==> config.mk <==
export PLATFORM = sky130hd
export DESIGN_NAME = fnd_top
export DESIGN_NICKNAME = d
export VERILOG_FILES = /design/src/rtl/fnd_pkg.sv /design/src/rtl/fnd_ratio_sel.sv /design/src/rtl/fnd_frac_acc.sv /design/src/rtl/fnd_swallow_ctr.sv /design/src/rtl/fnd_top.sv
export SDC_FILE = /design/constraint.sdc
export NUM_CORES = 1
export LEC_CHECK = 0
export BUFFER_PORTS_ARGS = -buffer_cell sky130_fd_sc_hd__buf_2
export CAP_MARGIN = 20
export CORE_UTILIZATION = 35
export CTS_BUF_LIST = sky130_fd_sc_hd__clkbuf_16
export CTS_CLUSTER_SIZE = 12
export DETAILED_ROUTE_END_ITERATION = 8
export PLACE_DENSITY = 0.47
export SYNTH_ARGS = -nofsm -noshare
export SYNTH_HDL_FRONTEND = slang
export SYNTH_HIERARCHICAL = 1
export SYNTH_SLANG_ARGS = --single-unit
==> constraint.sdc <==
create_clock -name clk -period 5.8 [get_ports clk]
set_input_delay 1.16 -clock clk [delete_from_list [all_inputs] [get_ports clk]]
set_output_delay 1.16 -clock clk [all_outputs]
set_load 0.02 [all_outputs]
==> src/rtl/fnd_pkg.sv <==
package fnd_pkg;
  localparam int NREQ_W = 15;
  localparam int FRAC_W = 4;
  localparam int NEFF_W = NREQ_W + 1;
  localparam int B_W    = 12;
  localparam int PC_W   = 5;
  localparam int Q_W    = FRAC_W + 1;

  localparam int HI_BASE = 16;
  localparam int LO_BASE = 8;
  localparam int HI_NMIN = 80;
  localparam int HI_NMAX = 32767;
  localparam int LO_NMIN = 40;
  localparam int LO_NMAX = 16383;
  localparam int SWAL_STEP = 4;

  typedef struct packed {
    logic [B_W-1:0] b;
    logic [1:0]     c;
    logic [1:0]     a;
  } split_t;

  function automatic logic [NEFF_W-1:0] band_min(input logic hi);
    return hi ? NEFF_W'(HI_NMIN) : NEFF_W'(LO_NMIN);
  endfunction

  function automatic logic [NEFF_W-1:0] band_max(input logic hi);
    return hi ? NEFF_W'(HI_NMAX) : NEFF_W'(LO_NMAX);
  endfunction

  function automatic logic n_bad(input logic [NREQ_W-1:0] n, input logic hi);
    logic [NEFF_W-1:0] v;
    v = NEFF_W'(n);
    return (v < band_min(hi)) || (v > band_max(hi));
  endfunction

  function automatic logic [NEFF_W-1:0] clamp_n(input logic [NREQ_W-1:0] n, input logic hi);
    logic [NEFF_W-1:0] v;
    v = NEFF_W'(n);
    if (v < band_min(hi)) return band_min(hi);
    if (v > band_max(hi)) return band_max(hi);
    return v;
  endfunction

  function automatic logic [Q_W-1:0] den_of(input logic is15);
    return is15 ? Q_W'(15) : Q_W'(16);
  endfunction

  // N = P*B + 4*C + A
  function automatic split_t split_n(input logic [NEFF_W-1:0] n, input logic hi);
    split_t s;
    if (hi) begin
      s.b = B_W'(n >> 4);
      s.c = n[3:2];
      s.a = n[1:0];
    end else begin
      s.b = B_W'(n >> 3);
      s.c = {1'b0, n[2]};
      s.a = n[1:0];
    end
    return s;
  endfunction

  function automatic logic [PC_W-1:0] modulus(input logic hi, input logic a_on, input logic c_on);
    logic [PC_W-1:0] m;
    m = hi ? PC_W'(HI_BASE) : PC_W'(LO_BASE);
    m = m + PC_W'(a_on);
    if (c_on) m = m + PC_W'(SWAL_STEP);
    return m;
  endfunction

  function automatic logic legal_mod(input logic hi, input logic [PC_W-1:0] m);
    logic [PC_W-1:0] p;
    p = hi ? PC_W'(HI_BASE) : PC_W'(LO_BASE);
    return (m == p) || (m == p + PC_W'(1)) ||
           (m == p + PC_W'(SWAL_STEP)) || (m == p + PC_W'(SWAL_STEP + 1));
  endfunction
endpackage

==> src/rtl/fnd_ratio_sel.sv <==
module fnd_ratio_sel
  import fnd_pkg::*;
#(
  parameter int NW = NREQ_W,
  parameter int FW = FRAC_W
) (
  input  logic              band_hi,
  input  logic              den_is15,
  input  logic [NW-1:0]     n_req,
  input  logic [FW-1:0]     frac_num,
  output logic [NW:0]       n_eff,
  output logic [FW-1:0]     f_eff,
  output logic [FW:0]       q_sel,
  output logic              err
);
  logic f_big;
  logic n_out;

  always_comb begin
    q_sel = den_of(den_is15);
    f_big = ({1'b0, frac_num} >= q_sel);
    f_eff = f_big ? FW'(q_sel - 1'b1) : frac_num;
    n_out = n_bad(n_req, band_hi);
    n_eff = clamp_n(n_req, band_hi);
    err   = n_out | f_big;
  end
endmodule

==> src/rtl/fnd_frac_acc.sv <==
module fnd_frac_acc
  import fnd_pkg::*;
#(
  parameter int FW = FRAC_W
) (
  input  logic          clk,
  input  logic          rst_n,
  input  logic          step,
  input  logic [FW-1:0] f_eff,
  input  logic [FW:0]   q_sel,
  output logic          carry
);
  logic [FW-1:0] acc;
  logic [FW:0]   sum;
  logic [FW:0]   nxt;

  always_comb begin
    sum   = {1'b0, acc} + {1'b0, f_eff};
    carry = (sum >= q_sel);
    nxt   = carry ? (sum - q_sel) : sum;
  end

  always_ff @(posedge clk) begin
    if (!rst_n)     acc <= '0;
    else if (step)  acc <= nxt[FW-1:0];
  end
endmodule

==> src/rtl/fnd_swallow_ctr.sv <==
module fnd_swallow_ctr
  import fnd_pkg::*;
#(
  parameter int NW = NEFF_W,
  parameter int BW = B_W,
  parameter int PW = PC_W
) (
  input  logic          clk,
  input  logic          rst_n,
  input  logic          band_hi,
  input  logic [NW-1:0] n_load,
  output logic          div_end,
  output logic [PW-1:0] cur_mod,
  output logic          hi_q,
  output logic [PW-1:0] pc,
  output logic [BW-1:0] b_left,
  output logic [1:0]    a_left,
  output logic [1:0]    c_left
);
  split_t        ld;
  logic [1:0]    a_dec;
  logic [1:0]    c_dec;
  logic [PW-1:0] mod_wrap;
  logic [PW-1:0] mod_load;
  logic          pre_wrap;

  always_comb begin
    pre_wrap = (pc == '0);
    div_end  = pre_wrap && (b_left == BW'(1));
    a_dec    = (a_left != 2'd0) ? a_left - 2'd1 : 2'd0;
    c_dec    = (c_left != 2'd0) ? c_left - 2'd1 : 2'd0;
    ld       = split_n(n_load, band_hi);
    mod_wrap = modulus(hi_q, a_dec != 2'd0, c_dec != 2'd0);
    mod_load = modulus(band_hi, ld.a != 2'd0, ld.c != 2'd0);
  end

  always_ff @(posedge clk) begin
    if (!rst_n) begin
      pc      <= '0;
      b_left  <= BW'(1);
      a_left  <= 2'd0;
      c_left  <= 2'd0;
      hi_q    <= 1'b1;
      cur_mod <= PW'(HI_BASE);
    end else if (div_end) begin
      b_left  <= ld.b;
      a_left  <= ld.a;
      c_left  <= ld.c;
      hi_q    <= band_hi;
      pc      <= mod_load - PW'(1);
      cur_mod <= mod_load;
    end else if (pre_wrap) begin
      b_left  <= b_left - BW'(1);
      a_left  <= a_dec;
      c_left  <= c_dec;
      pc      <= mod_wrap - PW'(1);
      cur_mod <= mod_wrap;
    end else begin
      pc      <= pc - PW'(1);
    end
  end
endmodule

==> src/rtl/fnd_top.sv <==
module fnd_top
  import fnd_pkg::*;
(
  input  logic              clk,
  input  logic              rst_n,
  input  logic              band_hi,
  input  logic              den_is15,
  input  logic [NREQ_W-1:0] n_req,
  input  logic [FRAC_W-1:0] frac_num,
  output logic              div_pulse,
  output logic              range_err
);
  logic [NEFF_W-1:0] n_eff;
  logic [NEFF_W-1:0] n_load;
  logic [FRAC_W-1:0] f_eff;
  logic [Q_W-1:0]    q_sel;
  logic              carry;
  logic              sw_end;
  logic [PC_W-1:0]   sw_mod;
  logic              sw_hi;
  logic [PC_W-1:0]   sw_pc;
  logic [B_W-1:0]    sw_b;
  logic [1:0]        sw_a;
  logic [1:0]        sw_c;
  logic              primed;

  fnd_ratio_sel u_sel (
    .band_hi (band_hi),
    .den_is15(den_is15),
    .n_req   (n_req),
    .frac_num(frac_num),
    .n_eff   (n_eff),
    .f_eff   (f_eff),
    .q_sel   (q_sel),
    .err     (range_err)
  );

  fnd_frac_acc u_acc (
    .clk  (clk),
    .rst_n(rst_n),
    .step (sw_end),
    .f_eff(f_eff),
    .q_sel(q_sel),
    .carry(carry)
  );

  assign n_load = n_eff + NEFF_W'(carry);

  fnd_swallow_ctr u_ctr (
    .clk    (clk),
    .rst_n  (rst_n),
    .band_hi(band_hi),
    .n_load (n_load),
    .div_end(sw_end),
    .cur_mod(sw_mod),
    .hi_q   (sw_hi),
    .pc     (sw_pc),
    .b_left (sw_b),
    .a_left (sw_a),
    .c_left (sw_c)
  );

  always_ff @(posedge clk) begin
    if (!rst_n) begin
      primed    <= 1'b0;
      div_pulse <= 1'b0;
    end else begin
      primed    <= 1'b1;
      div_pulse <= sw_end & primed;
    end
  end
endmodule

==> flow_summary.yaml <==
outcome:
  status: "completed"
detailed_routing:
  dr_wl_met2_mm: 2.781
  highest_layer: "met4"
  wire_per_inst_um: 13.87
  wl_met3_um: 198
  drt_wl_total_mm: 6.463
  drc: 0
  drtIter0Drc: 96
  wl_met1_mm: 3.413
  firstDrtPassIters: 4
  ant_nets: 0
  via_per_inst: 5.358
  via_count: 2497
die:
  rows: 32
  coreArea_um2: 7727
  io_pins: 25
  die_h_um: 91.27
  die_area_um2: 8329
  die_w_um: 91.27
  start_util_pct: 36.09
critical_path:
  cp_cell_sequence: "buf_2 -> inv_1 -> ha_1 -> nor2b_1 -> o211ai_1 -> o211ai_1 -> or2_2 -> ha_1 -> a21o_1 -> a21oi_1 -> xnor2_1 -> ha_1 -> nand4_1 -> nand2_1 -> o22ai_4 -> inv_1 -> ha_1 -> ha_1 -> o31ai_2 -> ha_1 -> nand3_1 -> mux2_2 -> and3_1"
  worstSetupPathType: "input port to flip-flop"
  cpPeakStageDelay_ns: 0.34
  crit_fanout: 6
  crit_top_cell: "ha_1"
  reg2regPathDepth: 15
  cp.arrival_ns: 5.56
  slowest_stage: "ha_1"
  critical_path_depth: 23
  endpoint_kind: "flip-flop"
  crit_buf_inv: 3
  crit_family: "adder cells"
  start_kind: "input port"
  critical_path_required_ns: 5.96
grt:
  grt.total_usage_pct: 16.56
  grt_pass1_wl_mm: 11.32
  grt_max_degree: 25
  gr-total-overflow: 0
  grt_antenna_before_repair: 0
  grt_pass1_vias: 2420
flow_run:
  cap_violations: 0
pwr:
  powerDensity_nw_per_um2: 571.0
  seqPwrFrac_pct: 20.9
  vdd_drop_max_v: 0.0002356
  switching_share_pct: 50.64
  internal-power_uw: 853.9
  combPwrFrac_pct: 69.7
  switching_power_uw: 875.9
  p_leak_uw: 0.001304
  power_frac_clock_pct: 9.4
timing:
  whs_ns: 0.4509
  slew_headroom_pct: 37.82
  worst_pin_slew_ns: 0.9327
  rsz0062_at_grt: "no"
  post-route-period-util_pct: 93.04
  hold_violations: 0
  clock_skew_ns: 0.004453
  max_freq_ghz: 0.1853
  period_minus_slack_ns: 5.396
  tns_ns: 0
  setup_viol: 0
  maxSlewViolCount: 0
placed_design:
  placed_cell_area_um2: 2950
  gp_congestion: 0.7787
  port_buffers: 24
  dp_hpwl_mm: 5.007
  dpl.cell_count: 462
min_path:
  hold_path_class: "flip-flop to flip-flop"
  whs_path_depth: 1
layout:
  area_growth_syn_to_layout_pct: 8.614
  seq_area_um2: 560.5
  diodes: 0
  fin_cells: 466
  nets: 413
  multi_input_area_um2: 2037
  fill_cells: 793
  drive_gt1_share_pct: 18.68
  fin_area_um2: 3029
clocking:
  cts.path.max_buffers: 2
  cts_root_buf: "clkbuf_16"
  cts_tree: "yes"
  clock-sinks: 28
  ctsResizeCount: 0
  cts_htree_levels: 1
  insertion_delay_ns: 0.27
  cts_hold_buf: 0
  clk_pin_slew_worst_paths_ns: 0.07
  post_cts_buffers: 0
  cts_buffers: 3
synthesis:
  synth_nets: 396
  synthesis.instances: 348
  syn_area_um2: 2789
  ys_warn_count: 6
  syn_avg_cell_area_um2: 8.014
[cell type report]
class	count	area share, %
Multi-Input combinational cell	284	67.24
Sequential cell	28	18.50
Timing Repair Buffer	28	4.957
Tap cell	102	4.213
Clock buffer	3	2.478
Inverter	20	2.478
Clock inverter	1	0.1239
[per-stage QoR]
step,setup slack [ns],utilization (%),total power [µW]
global route,0.008419,39.20,1895
floorplan,0.3825,-,1359
detailed placement,0.1107,38.18,1561
CTS,0.3774,39.20,1729
finish,0.4039,39.20,1730
global placement,0.1710,38.18,1568
[power groups by stage]
stage | clock network, µW | logic (µW) | registers (µW)
global placement | 0 | 1200 | 366
CTS | 165 | 1200 | 359
global route | 171 | 1350 | 377
finish | 163 | 1210 | 361
floorplan | 0 | 1020 | 342
detailed placement | 0 | 1200 | 364
[final timing paths]
path                              startpoint           to  slack [ns]
worst max-delay path                den_is15  u_ctr/pc[4]        0.40
worst min-delay path                  primed    div_pulse        0.45
worst max register to register  u_acc/acc[0]  u_ctr/pc[4]        2.18
worst min register to register        primed    div_pulse        0.45
[registers in the layout, summed over array words and instances, names as in the netlist]
name	flops
u_ctr/pc	5
u_acc/acc	4
u_ctr/b_left	12
u_ctr/hi_q	1
u_ctr/a_left	2
primed	1
div_pulse	1
u_ctr/c_left	2
[per-layer routing]
metal / global-route usage (%) / up-vias
met2: 27.65 / 52
met4: 4.762 / 0
met3: 1.340 / 5
met5: 0 / -
li1: - / 1282
met1: 22.70 / 1158
[cells in the final DEF (no fill, tap or decap), drive strengths merged, types with 11 or more instances in the layout]
cell   count
dfxtp     28
nand3     12
buf       28
mux2i     17
ha        23
inv       20
nor2      37
o21ai     19
nor3      13
a21oi     22
or2       11
xor2      14
nand2     28
Note: power is estimated with default switching activity, not from simulation.
